**config.mk**
```make
export PLATFORM = sky130hd
export DESIGN_NAME = tsc_slave_timer
export DESIGN_NICKNAME = d
export VERILOG_FILES = /design/src/rtl/tsc_pkg.sv /design/src/rtl/tsc_sync.sv /design/src/rtl/tsc_edge_det.sv /design/src/rtl/tsc_ext_psc.sv /design/src/rtl/tsc_slave_timer.sv
export SDC_FILE = /design/constraint.sdc
export NUM_CORES = 1
export LEC_CHECK = 0
export ABC_CLOCK_PERIOD_IN_PS = 1500
export BUFFER_PORTS_ARGS = -buffer_cell sky130_fd_sc_hd__buf_4
export CAP_MARGIN = 15
export CORE_MARGIN = 1.5
export CORE_UTILIZATION = 31
export CTS_BUF_LIST = sky130_fd_sc_hd__clkbuf_8
export CTS_CLUSTER_SIZE = 12
export DETAILED_ROUTE_END_ITERATION = 12
export GPL_ROUTABILITY_DRIVEN = 0
export GPL_TIMING_DRIVEN = 0
export MAX_ROUTING_LAYER = met4
export PLACE_DENSITY = 0.57
export SYNTH_ARGS = -nofsm -noshare
export SYNTH_HDL_FRONTEND = slang
export SYNTH_SLANG_ARGS = --single-unit
```
**constraint.sdc**
```tcl
create_clock -name clk -period 1.5 [get_ports clk]
set_input_delay 0.3 -clock clk [delete_from_list [all_inputs] [get_ports clk]]
set_output_delay 0.3 -clock clk [all_outputs]
set_load 0.01 [all_outputs]
```
**src/rtl/tsc_pkg.sv**
```systemverilog
package tsc_pkg;

    localparam logic [2:0] SMS_TRIGGER = 3'b110;
    localparam logic [4:0] TS_CH1      = 5'b00101;

    typedef enum logic {
        ST_HALT,
        ST_RUN
    } run_st_t;

    typedef enum logic {
        FL_STEADY,
        FL_PENDING
    } flt_st_t;

endpackage

```
**src/rtl/tsc_sync.sv**
```systemverilog
module tsc_sync #(
    parameter int W = 2
) (
    input  logic         clk,
    input  logic         rst_n,
    input  logic [W-1:0] d,
    output logic [W-1:0] q
);

    genvar i;
    generate
        for (i = 0; i < W; i++) begin : g_bit
            logic meta_q;
            logic sync_q;
            always_ff @(posedge clk or negedge rst_n) begin
                if (!rst_n) begin
                    meta_q <= 1'b0;
                    sync_q <= 1'b0;
                end else begin
                    meta_q <= d[i];
                    sync_q <= meta_q;
                end
            end
            assign q[i] = sync_q;
        end
    endgenerate

endmodule

```
**src/rtl/tsc_edge_det.sv**
```systemverilog
module tsc_edge_det
    import tsc_pkg::*;
#(
    parameter int FLT_W = 4
) (
    input  logic             clk,
    input  logic             rst_n,
    input  logic             lvl,
    input  logic [FLT_W-1:0] flt_code,
    output logic             rise,
    output logic             fall
);

    flt_st_t          st_q, st_d;
    logic [FLT_W-1:0] run_q, run_d;
    logic             acc_q, acc_d;
    logic             level;
    logic             level_d;

    always_comb begin
        st_d  = st_q;
        run_d = run_q;
        acc_d = acc_q;
        if (flt_code == '0) begin
            st_d  = FL_STEADY;
            run_d = '0;
            acc_d = lvl;
        end else begin
            unique case (st_q)
                FL_STEADY: begin
                    if (lvl != acc_q) begin
                        if (flt_code == FLT_W'(1)) begin
                            acc_d = lvl;
                        end else begin
                            st_d  = FL_PENDING;
                            run_d = FLT_W'(1);
                        end
                    end
                end
                FL_PENDING: begin
                    if (lvl == acc_q) begin
                        st_d  = FL_STEADY;
                        run_d = '0;
                    end else if (run_q == flt_code - FLT_W'(1)) begin
                        st_d  = FL_STEADY;
                        run_d = '0;
                        acc_d = lvl;
                    end else begin
                        run_d = run_q + FLT_W'(1);
                    end
                end
                default: st_d = FL_STEADY;
            endcase
        end
    end

    always_ff @(posedge clk or negedge rst_n) begin
        if (!rst_n) begin
            st_q    <= FL_STEADY;
            run_q   <= '0;
            acc_q   <= 1'b0;
            level_d <= 1'b0;
        end else begin
            st_q    <= st_d;
            run_q   <= run_d;
            acc_q   <= acc_d;
            level_d <= level;
        end
    end

    always_comb begin
        level = (flt_code == '0) ? lvl : acc_q;
        rise  = level & ~level_d;
        fall  = ~level & level_d;
    end

    a_r9_rise_spaced: assert property (@(posedge clk) disable iff (!rst_n)
        rise |=> !rise);

    a_r10_hold_two: assert property (@(posedge clk) disable iff (!rst_n)
        (flt_code >= FLT_W'(2) && acc_q != $past(acc_q)) |-> ($past(lvl, 2) == acc_q));

endmodule

```
**src/rtl/tsc_ext_psc.sv**
```systemverilog
module tsc_ext_psc #(
    parameter int CODE_W = 2
) (
    input  logic              clk,
    input  logic              rst_n,
    input  logic              act,
    input  logic              adv,
    input  logic [CODE_W-1:0] code,
    output logic              tick
);

    localparam int PW = (1 << CODE_W) - 1;

    logic [PW-1:0] ctr_q;
    logic [PW-1:0] mask;

    always_comb begin
        for (int i = 0; i < PW; i++) begin
            mask[i] = (i < int'(code));
        end
        tick = act & adv & ((ctr_q & mask) == mask);
    end

    always_ff @(posedge clk or negedge rst_n) begin
        if (!rst_n) begin
            ctr_q <= '0;
        end else if (act && adv) begin
            ctr_q <= ctr_q + PW'(1);
        end
    end

    a_r8_tick_spaced: assert property (@(posedge clk) disable iff (!rst_n)
        tick |=> !tick);

endmodule

```
**src/rtl/tsc_slave_timer.sv**
```systemverilog
module tsc_slave_timer
    import tsc_pkg::*;
#(
    parameter int CNT_W = 16,
    parameter int FLT_W = 4,
    parameter int PSC_W = 2
) (
    input  logic             clk,
    input  logic             rst_n,
    input  logic             ext_pin,
    input  logic             ch1_pin,
    input  logic [2:0]       slave_mode,
    input  logic [4:0]       trig_src,
    input  logic             ext_clk_en,
    input  logic             ext_pol,
    input  logic [PSC_W-1:0] ext_psc,
    input  logic [FLT_W-1:0] ext_flt,
    input  logic             ch1_pol,
    input  logic             ch1_npol,
    input  logic             flag_clr,
    output logic             cen,
    output logic             trig_flag,
    output logic [CNT_W-1:0] cnt
);

    logic [1:0] sync_q;
    logic       ext_rise, ext_fall;
    logic       ch1_rise, ch1_fall;
    logic       trig_edge, trig_hit;
    logic       ext_act, count_en, psc_tick;
    run_st_t    st_q, st_d;

    tsc_sync #(.W(2)) u_sync (
        .clk   (clk),
        .rst_n (rst_n),
        .d     ({ch1_pin, ext_pin}),
        .q     (sync_q)
    );

    tsc_edge_det #(.FLT_W(FLT_W)) u_ext_edge (
        .clk      (clk),
        .rst_n    (rst_n),
        .lvl      (sync_q[0]),
        .flt_code (ext_flt),
        .rise     (ext_rise),
        .fall     (ext_fall)
    );

    tsc_edge_det #(.FLT_W(FLT_W)) u_ch1_edge (
        .clk      (clk),
        .rst_n    (rst_n),
        .lvl      (sync_q[1]),
        .flt_code ('0),
        .rise     (ch1_rise),
        .fall     (ch1_fall)
    );

    always_comb begin
        unique case ({ch1_pol, ch1_npol})
            2'b11:   trig_edge = ch1_rise | ch1_fall;
            2'b10:   trig_edge = ch1_fall;
            default: trig_edge = ch1_rise;
        endcase
        trig_hit = trig_edge && (slave_mode == SMS_TRIGGER) && (trig_src == TS_CH1);
        ext_act  = ext_pol ? ext_fall : ext_rise;
    end

    always_comb begin
        st_d = st_q;
        unique case (st_q)
            ST_HALT: if (trig_hit) st_d = ST_RUN;
            ST_RUN:  st_d = ST_RUN;
            default: st_d = ST_HALT;
        endcase
    end

    always_ff @(posedge clk or negedge rst_n) begin
        if (!rst_n) st_q <= ST_HALT;
        else        st_q <= st_d;
    end

    always_comb begin
        cen      = (st_q == ST_RUN);
        count_en = cen & ext_clk_en;
    end

    tsc_ext_psc #(.CODE_W(PSC_W)) u_psc (
        .clk   (clk),
        .rst_n (rst_n),
        .act   (ext_act),
        .adv   (count_en),
        .code  (ext_psc),
        .tick  (psc_tick)
    );

    always_ff @(posedge clk or negedge rst_n) begin
        if (!rst_n) begin
            cnt       <= '0;
            trig_flag <= 1'b0;
        end else begin
            if (psc_tick) cnt <= cnt + CNT_W'(1);
            if (trig_hit)      trig_flag <= 1'b1;
            else if (flag_clr) trig_flag <= 1'b0;
        end
    end

    a_r2_cen_holds: assert property (@(posedge clk) disable iff (!rst_n)
        cen |=> cen);

    a_r4_flag_holds: assert property (@(posedge clk) disable iff (!rst_n)
        (trig_flag && !flag_clr) |=> trig_flag);

    a_r6_idle_frozen: assert property (@(posedge clk) disable iff (!rst_n)
        (!cen || !ext_clk_en) |=> $stable(cnt));

    a_r11_single_step: assert property (@(posedge clk) disable iff (!rst_n)
        1'b1 |=> (cnt == $past(cnt) || cnt == $past(cnt) + CNT_W'(1)));

endmodule

```
# --- Yosys cells after proc, flatten, opt, wreduce, memory -nomap -nowiden ---
# Index checks and enable logic that the tools add are counted.
totals:
  reg_bits: 33
  latchBits: 0
  ram_bits: 0
  romBits: 0
  in_bits: 23
  output_inout_bits: 18
  wordCells: 81
  mem_count: 0
classes:
  n_addsub: 4
  n_mul: 0
  n_div: 0
  order_cmp: 3
  eq_ne: 14
  n_shift: 0
  mux: 25
  n_bitwise: 15
  n_reduce_logical: 7
op_table:
  columns: ["cell", "n"]
  rows:
  - ["2-to-1 mux 4 bit", 5]
  - ["adder 16 x 1 -> 16 bit (second input constant)", 1]
  - ["2-to-1 mux 1 bit", 15]
  - ["one-hot mux 1 bit (2 select lines)", 4]
  - ["one-hot mux 4 bit (2 select lines)", 1]
  - ["bitwise AND 1 bit", 7]
  - ["inequality test 3 x 1 -> 1 bit (second input constant)", 2]
  - ["inequality test 3 bit (second input constant)", 2]
  - ["NOT 1 bit", 6]
  - ["== test 5 x 3 -> 1 bit (second input constant)", 1]
  - ["adder 4 x 1 -> 4 bit (second input constant)", 1]
  - ["== test 2 bit (second input constant)", 2]
  - ["== test 4 x 1 -> 1 bit (second input constant)", 1]
  - ["== test 4 bit", 1]
  - ["logical NOT 4 bit", 1]
  - ["less-than comparator 1 x 2 -> 1 bit (first input constant)", 2]
  - ["AND reduction 4 bit", 1]
  - ["subtractor 4 x 1 -> 4 bit (second input constant)", 1]
  - ["adder 3 x 1 -> 3 bit (second input constant)", 1]
  - ["bitwise AND 3 bit", 1]
  - ["== test 3 bit", 1]
  - ["== test 3 bit (second input constant)", 1]
  - ["logical AND 1 bit", 3]
  - ["inequality test 3 x 2 -> 1 bit (second input constant)", 1]
  - ["other kinds (6)", 6]

# --- Depth between registers and ports, before layout ---
# Gate-level depths: netlist of run 1.
depth:
  word_depth: 8
  depth_mapped: 8
  depth_no_buf: 7

# --- Modules after synthesis ---
# A second synthesis of run 1 with hierarchy kept.
unflattened:
  cells_unflattened: 193
  area_unflattened_um2: 2134.5
modules_own_cells:
  columns: ["module", "instances", "cells_per_inst", "area_each_um2", "seq_area_each_um2"]
  rows:
  - ["tsc_edge_det", 2, 51, 518.0, 175.2]
  - ["tsc_slave_timer", 1, 72, 824.5, 450.4]
  - ["tsc_ext_psc", 1, 13, 158.9, 75.1]
  - ["tsc_sync", 1, 6, 115.1, 100.1]

# --- Worst setup path before layout of run 1 ---
# Ideal clock, no wire load.
synth_path:
  path_kind: "input port to flip-flop"
  start: "input ext_flt[1]"
  end: "register cnt[1]"
  setup_time_ns: 0.125
  t_arrival_ns: 1.934
  required_ns: 1.375
  setup_slack_ns: -0.559
  path_stages: 7
  n_path_buf: 0
  path_cell_list: "inv_1 -> ha_1 -> nor3b_4 -> mux2i_1 -> mux2i_2 -> nor3_2 -> mux2_4"
synth_via:
  elab_chain_len: 7
  elab_cells_between_ends: 8
  cone_classes: "2 x mux; 5 x bitwise; 1 x reduce/logical"
synth_lines:
  columns: ["element", "line", "rtl"]
  rows:
  - ["start, declared", "tsc_slave_timer.sv:17", "input logic [FLT_W-1:0] ext_flt,"]
  - ["logical NOT 4 bit (*)", "tsc_edge_det.sv:72", "level = (flt_code == '0) ? lvl : acc_q;"]
  - ["2-to-1 mux 1 bit (*)", "tsc_edge_det.sv:72", null]
  - ["NOT 1 bit", "tsc_edge_det.sv:74", "fall = ~level & level_d;"]
  - ["bitwise AND 1 bit", "tsc_edge_det.sv:74", null]
  - ["2-to-1 mux 1 bit (*)", "tsc_slave_timer.sv:65", "ext_act = ext_pol ? ext_fall : ext_rise;"]
  - ["bitwise AND 1 bit (*) (2 in a row)", "tsc_ext_psc.sv:21", "tick = act & adv & ((ctr_q & mask) == mask);"]
  - ["end signal, assigned", "tsc_slave_timer.sv:101", "if (psc_tick) cnt <= cnt + CNT_W'(1);"]
  - ["end, declared", "tsc_slave_timer.sv:23", "output logic [CNT_W-1:0] cnt"]
# Mark *: on every way between the ends. The rest lies on a longest branch, timed or not.
# A chain may end at the register's enable or synchronous reset.

# --- Worst setup path in the final report of run 1 ---
# Ends and elaborated chain as after synthesis.

==> flow_summary.yaml, run 1 <==
global_route:
  grt_max_degree: 34
  grt_pass1_vias: 1482
  overflow: 0
  grt_use_total_pct: 15.1
  grt_pass1_wl_um: 7020
  antenna_found_initial: 0
worst_setup_path:
  start_kind: "input port"
  crit_arrival_ps: 1940
  reg2reg_slack_ps: -230
  cpMostUsedCell: "mux2i_4"
  critPathMaxStageDelay_ps: 320
  path_buf_inv: 3
  required_ps: 1670
  worst_setup_path_end_kind: "flop"
  cpLargestDelayFamily: "multiplexers"
  crit_fanout: 3
  path_class: "input port to flop"
  path_cells: "buf_8 -> inv_8 -> ha_4 -> nor3b_4 -> mux2i_4 -> mux2i_4 -> buf_6 -> nor3_4 -> mux2_4"
  crit_slowest_cell: "mux2i_4"
detailed_routing:
  drt_iter0_markers: 30
  dr.pass1.iters: 4
  routedWlPerCell_um: 14.0
  viasPerCell: 4.76
  antenna_left: 0
  vias: 1408
  routed_wirelength_um: 4140
  drcViolationCount: 0
outcome:
  violations: "negative setup slack"
  outcome: "finished with violations"
final_layout:
  fin_util_pct: 50.6
  fillers: 492
  finalNetCount: 254
  area_delta_synth_final_pct: 58.0
  final_area_mm2: 0.00279
  diodes: 0
  layout-drive-gt1-share_pct: 50.0
yosys:
  synth-main-ff-cell: "dfrtp_1"
  syn_inst: 156
  ys_ff_latch: 33
  ys_types: 43
  yosysMostFrequentCell: "dfrtp_1"
  yosys-top-cells-area: "dfrtp_1, xor2_1, ha_1, xnor2_1, nand3_1"
  syn_area_per_cell_um2: 11.3
  syn-cell-area_mm2: 0.00177
  synth_edf_count: 0
  yosys_warnings: 0
  synth_nets: 187
  synth_top_area_share_pct: 46.8
  synth_top_cell_by_area: "dfrtp_1"
  synth.yosys.seq_area_share_pct: 46.8
  async_flop_share_pct: 100
  ys_top_cells_by_count: "dfrtp_1, xor2_1, nand2_1, nand3_1, nor3_1"
job:
  max_cap_violations: 0
hold_path:
  hp-class: "input port to flop"
timing:
  finalHoldViolCount: 0
  whs_ps: 122
  fin_skew_ps: 5.76
  tns_ps: -5440
  final_max_slew_viol_count: 0
  finalSetupViolations: 24
  fmax_ghz: 0.565
  post-route-period-util_pct: 118
  grt_setup_unrepaired: "yes"
  timing.final.ws_setup_ps: -270
  slew_headroom_pct: 72.4
  fin_crit_ps: 1770
  tightest_slew_ps: 411
clock_tree:
  clk_pin_slew_worst_paths_ps: 70
  cts_tree: "built"
  htree_levels: 2
  cts_max_path_buffers: 2
  clock_latency_ps: 290
  numCtsBuffers: 5
  clock_sinks: 33
  cts-root-buf: "clkbuf_8"
floorplan:
  fp.coreArea_mm2: 0.00551
  placementRows: 27
  dieArea_mm2: 0.00616
  ios: 41
  die_x_um: 78.5
  start_util_pct: 32.1
  die_y_um: 78.5
power:
  leakage_nw: 1.41
  ir_worst_vdd_mv: 0.558
  powerDensity_mw_per_mm2: 1150
placed_design:
  placed_area_mm2: 0.00224
  io_buffers: 40
  dpl.hpwl_um: 2610
  detailedPlace.worstSlack_ps: -834
## routing by layer
layer,track usage [%],wire length (um)
met5,-,0
met2,25.7,2170
met3,3.84,143
met4,4.11,57
met1,17.8,1770
## sequential cells by signal (all words and copies together), names as in the netlist
| register | flops |
|---|---|
| cnt | 16 |
| u_ext_edge.run_q | 4 |
| u_psc.ctr_q | 3 |
| u_sync.g_bit.meta_q | 2 |
| u_sync.g_bit.sync_q | 2 |
| cen | 1 |
| trig_flag | 1 |
| u_ch1_edge.level_d | 1 |
| u_ext_edge.acc_q | 1 |
| u_ext_edge.level_d | 1 |
| u_ext_edge.st_q | 1 |
## per-stage QoR
stage | std cells | power [mW]
floorplan | 156 | 1.61
detailed placement | 268 | 1.81
finish | 296 | 3.20
CTS | 291 | 3.18
global route | 296 | 3.38
global placement | 268 | 1.80
## area by class of cell
cell class | count | area [um^2] | share of cell area [%]
tap | 72 | 90.1 | 3.23
clock buffer | 5 | 68.8 | 2.47
sequential | 33 | 827 | 29.7
timing repair buffer | 60 | 495 | 17.8
clock inverter | 3 | 65.1 | 2.33
inverter | 7 | 46.3 | 1.66
multi-input combinational | 113 | 1150 | 41.3
buffer | 3 | 43.8 | 1.57
## cells in the final DEF, fill, tap and decap left out, types with 2 or more instances in the layout
| cell | count |
|---|---|
| a22o_1 | 2 |
| buf_12 | 2 |
| buf_4 | 51 |
| buf_6 | 6 |
| bufinv_16 | 2 |
| clkbuf_8 | 6 |
| dfrtp_1 | 32 |
| ha_1 | 6 |
| ha_4 | 2 |
| inv_1 | 5 |
| mux2_4 | 2 |
| mux2i_4 | 2 |
| nand2_1 | 8 |
| nand2b_1 | 2 |
| nand3_1 | 8 |
| nand4_1 | 4 |
| nor2_1 | 5 |
| nor3_1 | 2 |
| nor3_2 | 4 |
| nor3_4 | 4 |
| nor4_4 | 8 |
| nor4bb_1 | 3 |
| o21ai_0 | 3 |
| o21bai_1 | 2 |
| xnor2_1 | 3 |
| xnor2_2 | 4 |
| xor2_1 | 17 |
## worst register-to-register path: stages, from the launching register on
cell,delay (ps)
dfrtp_1,410
xnor2_2,160
xnor2_2,150
nor4_4,460
and3b_1,250
a22o_1,200
## report_power, final
part           leakage (nW)  internal [mW]  switching [mW]
clock network        0.0681          0.660           0.339
registers             0.437          0.997           0.136
logic                 0.907          0.564           0.507
total                  1.41           2.22           0.982
## what timing repair did
action                                  in CTS  in global routing
endpoints found under the hold margin       33                  0
hold buffers                                 1                  0
resized for setup                           35                 12
cloned                                       1                  0
pin swaps                                   18                 15
endpoints found under the setup margin      25                 25
setup buffers                               13                  6
## logic make-up after synthesis
family / Yosys count / synth area share [%]
muxes: 5 / 3.47
DFF: 33 / 46.8
adders and majority gates: 8 / 5.67
AOI/OAI and AO/OA: 13 / 5.17
xor gates and xnor gates: 25 / 12.4
and+or+nand+nor: 62 / 23.0
buffers and inverters: 10 / 3.47
## final timing paths
| kind | endpoint | start | depth (start not counted) |
|---|---|---|---|
| worst max-delay path | cnt[1] | ext_flt[1] | 9 |
| worst min-delay path | u_sync.g_bit[0].meta_q | ext_pin | 1 |
| worst max register to register | u_ext_edge.run_q[1] | u_ext_edge.run_q[3] | 5 |
| worst min register to register | u_sync.g_bit[1].sync_q | u_sync.g_bit[1].meta_q | 0 |
| max in group asynchronous | cnt[0] | rst_n | 2 |
| min in group asynchronous | cnt[12] | rst_n | 2 |
Power figures use the tool's default switching activity.
==> inputs of run 2 (changes only) <==
Settings changed: CELL_PAD_IN_SITES_DETAIL_PLACEMENT from default to 2, CELL_PAD_IN_SITES_GLOBAL_PLACEMENT from default to 2, CORE_ASPECT_RATIO from default to 2, MAX_ROUTING_LAYER met4 to default, PLACE_DENSITY 0.57 to 0.8.
==> flow_summary.yaml, run 2 (synthesized netlist as in run 1, its figures left out) <==
outcome:
  outcome: "finished with violations"
  violations: "negative setup slack"
timing:
  finalSetupViolations: 25
  finalHoldViolCount: 0
  post-route-period-util_pct: 126
  timing.final.ws_setup_ps: -386
  grt_setup_unrepaired: "yes"
  final_max_slew_viol_count: 0
  fin_skew_ps: 9.39
  fin_crit_ps: 1890
  fmax_ghz: 0.530
  tightest_slew_ps: 433
  slew_headroom_pct: 71.1
global_route:
  grt_use_total_pct: 21.4
  grt_max_degree: 34
  overflow: 0
  antenna_found_initial: 0
  grt_pass1_wl_um: 9590
  grt_pass1_vias: 1799
floorplan:
  start_util_pct: 32.3
  dieArea_mm2: 0.00618
  ios: 41
  die_y_um: 110
  placementRows: 38
  die_x_um: 56.4
  fp.coreArea_mm2: 0.00547
worst_setup_path:
  worst_setup_path_end_kind: "flop"
  start_kind: "input port"
  path_class: "input port to flop"
  rr_endpoint: "u_ext_edge.run_q[1]"
  crit_arrival_ps: 2080
  reg2reg_slack_ps: -290
  r2r_cells: 6
  crit_fanout: 5
  r2r-start: "u_ext_edge.run_q[3]"
  required_ps: 1700
clock_tree:
  cts_tree: "built"
  clock_latency_ps: 290
  numCtsBuffers: 5
  clock_sinks: 33
  cts-root-buf: "clkbuf_8"
  clk_pin_slew_worst_paths_ps: 60
  htree_levels: 2
  cts_max_path_buffers: 2
power:
  p_switching_mw: 1.09
  internal_power_mw: 1.92
  powerDensity_mw_per_mm2: 1080
  leakage_nw: 1.43
  swShare_pct: 36.2
  finalPower_mw: 3.01
  p_clk_share_pct: 20.2
  power_frac_seq_pct: 38.7
  pwr-share-comb_pct: 41.1
  ir_worst_vdd_mv: 0.704
final_layout:
  fin_util_pct: 50.8
  largest_register_ffs: 16
  top_regs: "cnt x16, u_ext_edge.run_q x4, u_psc.ctr_q x3"
  area_delta_synth_final_pct: 57.3
  layout-drive-gt1-share_pct: 52.0
  finalNetCount: 259
  final_common_cell: "buf_4"
  top_register: "cnt"
  diodes: 0
  final_cell_mix: "buf_4, dfrtp_1, xor2_1, nand3_1, nand2_1"
  fillers: 531
  fin_cells: 287
placed_design:
  dpl.hpwl_um: 3940
  dp_cells: 256
  io_buffers: 40
hold_path:
  min_path_cells: 1
  hp-class: "input port to flop"
  hold_end: "u_sync.g_bit[0].meta_q"
  worstHoldStart: "ext_pin"
detailed_routing:
  drt_iter0_markers: 35
  antenna_left: 0
  routed_wirelength_um: 6440
  viasPerCell: 5.26
  dr.pass1.iters: 4
  vias: 1510
  drcViolationCount: 0
  routedWlPerCell_um: 22.4
job:
  max_cap_violations: 0
## run 2: cell types whose count changed in the layout (fill, tap and decap cells not counted), moves of 2 or more
cell	delta
dfrtp_2	+2
buf_6	-3
bufinv_16	-2
buf_4	+7
dfrtp_1	-2
## run 2: critical path: stages
cell     delay, ps
buf_12         110
inv_12          40
ha_4           110
nor3b_4        250
mux2i_2        380
mux2i_4        120
buf_6          160
nor4_2         370
xor2_1         240
## run 2: per-stage QoR
stage | area (um^2) | hold slack [ps] | TNS (ps) | worst slack [ps]
after floorplan | 1850 | 4.41 | -8090 | -444
after global placement | 2230 | 259 | -16520 | -801
after detailed placement | 2230 | 270 | -18540 | -873
after CTS | 2590 | 105 | -5740 | -293
after global routing | 2780 | 112 | -9350 | -439
final | 2780 | 120 | -7800 | -386
## run 2: how the worst max path moves through the flow
stage / start / to / slack, ps / cells after the start
2_1_floorplan: ext_flt[0] / cnt[10] / -440 / 8
3_3_place_gp: ext_flt[0] / cnt[4] / -800 / 9
3_5_place_dp: ext_flt[0] / cnt[4] / -870 / 9
4_1_cts: ext_flt[0] / cnt[1] / -290 / 9
5_1_grt: ext_flt[1] / cnt[6] / -440 / 10
6_report: ext_flt[0] / cnt[8] / -390 / 9
## run 2: final cells by class
type | instances | area (um^2) | share of cell area, %
multi-input cells | 113 | 1170 | 42.0
flip-flops and latches | 33 | 830 | 29.9
repair buffers | 65 | 542 | 19.5
well taps | 60 | 75.1 | 2.70
clock buffers | 5 | 68.8 | 2.48
inverters | 7 | 46.3 | 1.67
plain buffers | 3 | 45.0 | 1.62
clock inverters | 1 | 5.00 | 0.180
## run 2: power by group through the flow
stage          sequential, mW  clock [mW]  combinational [mW]
3_5_place_dp             1.15           0               0.723
4_1_cts                  1.14       0.638                1.07
2_1_floorplan            1.11           0               0.504
6_report                 1.17       0.608                1.24
3_3_place_gp             1.13           0               0.657
5_1_grt                  1.19       0.659                1.30
## run 2: timing repair
action | CTS | global route
hold endpoints to repair | 33 | 0
setup buffers | 12 | 11
endpoints found under the setup margin | 25 | 25
pin swaps | 12 | 13
cloned | 1 | 0
gates resized for setup | 34 | 18
hold buffers | 1 | 0
## run 2: per-layer routing
metal  track usage, %  vias to the layer above  wire, um
li1                 -                      687         -
met1             20.0                      779      2090
met2             42.7                       33      4040
met3             3.65                       11       145
met4             11.2                        0       157
met5                0                        -         0
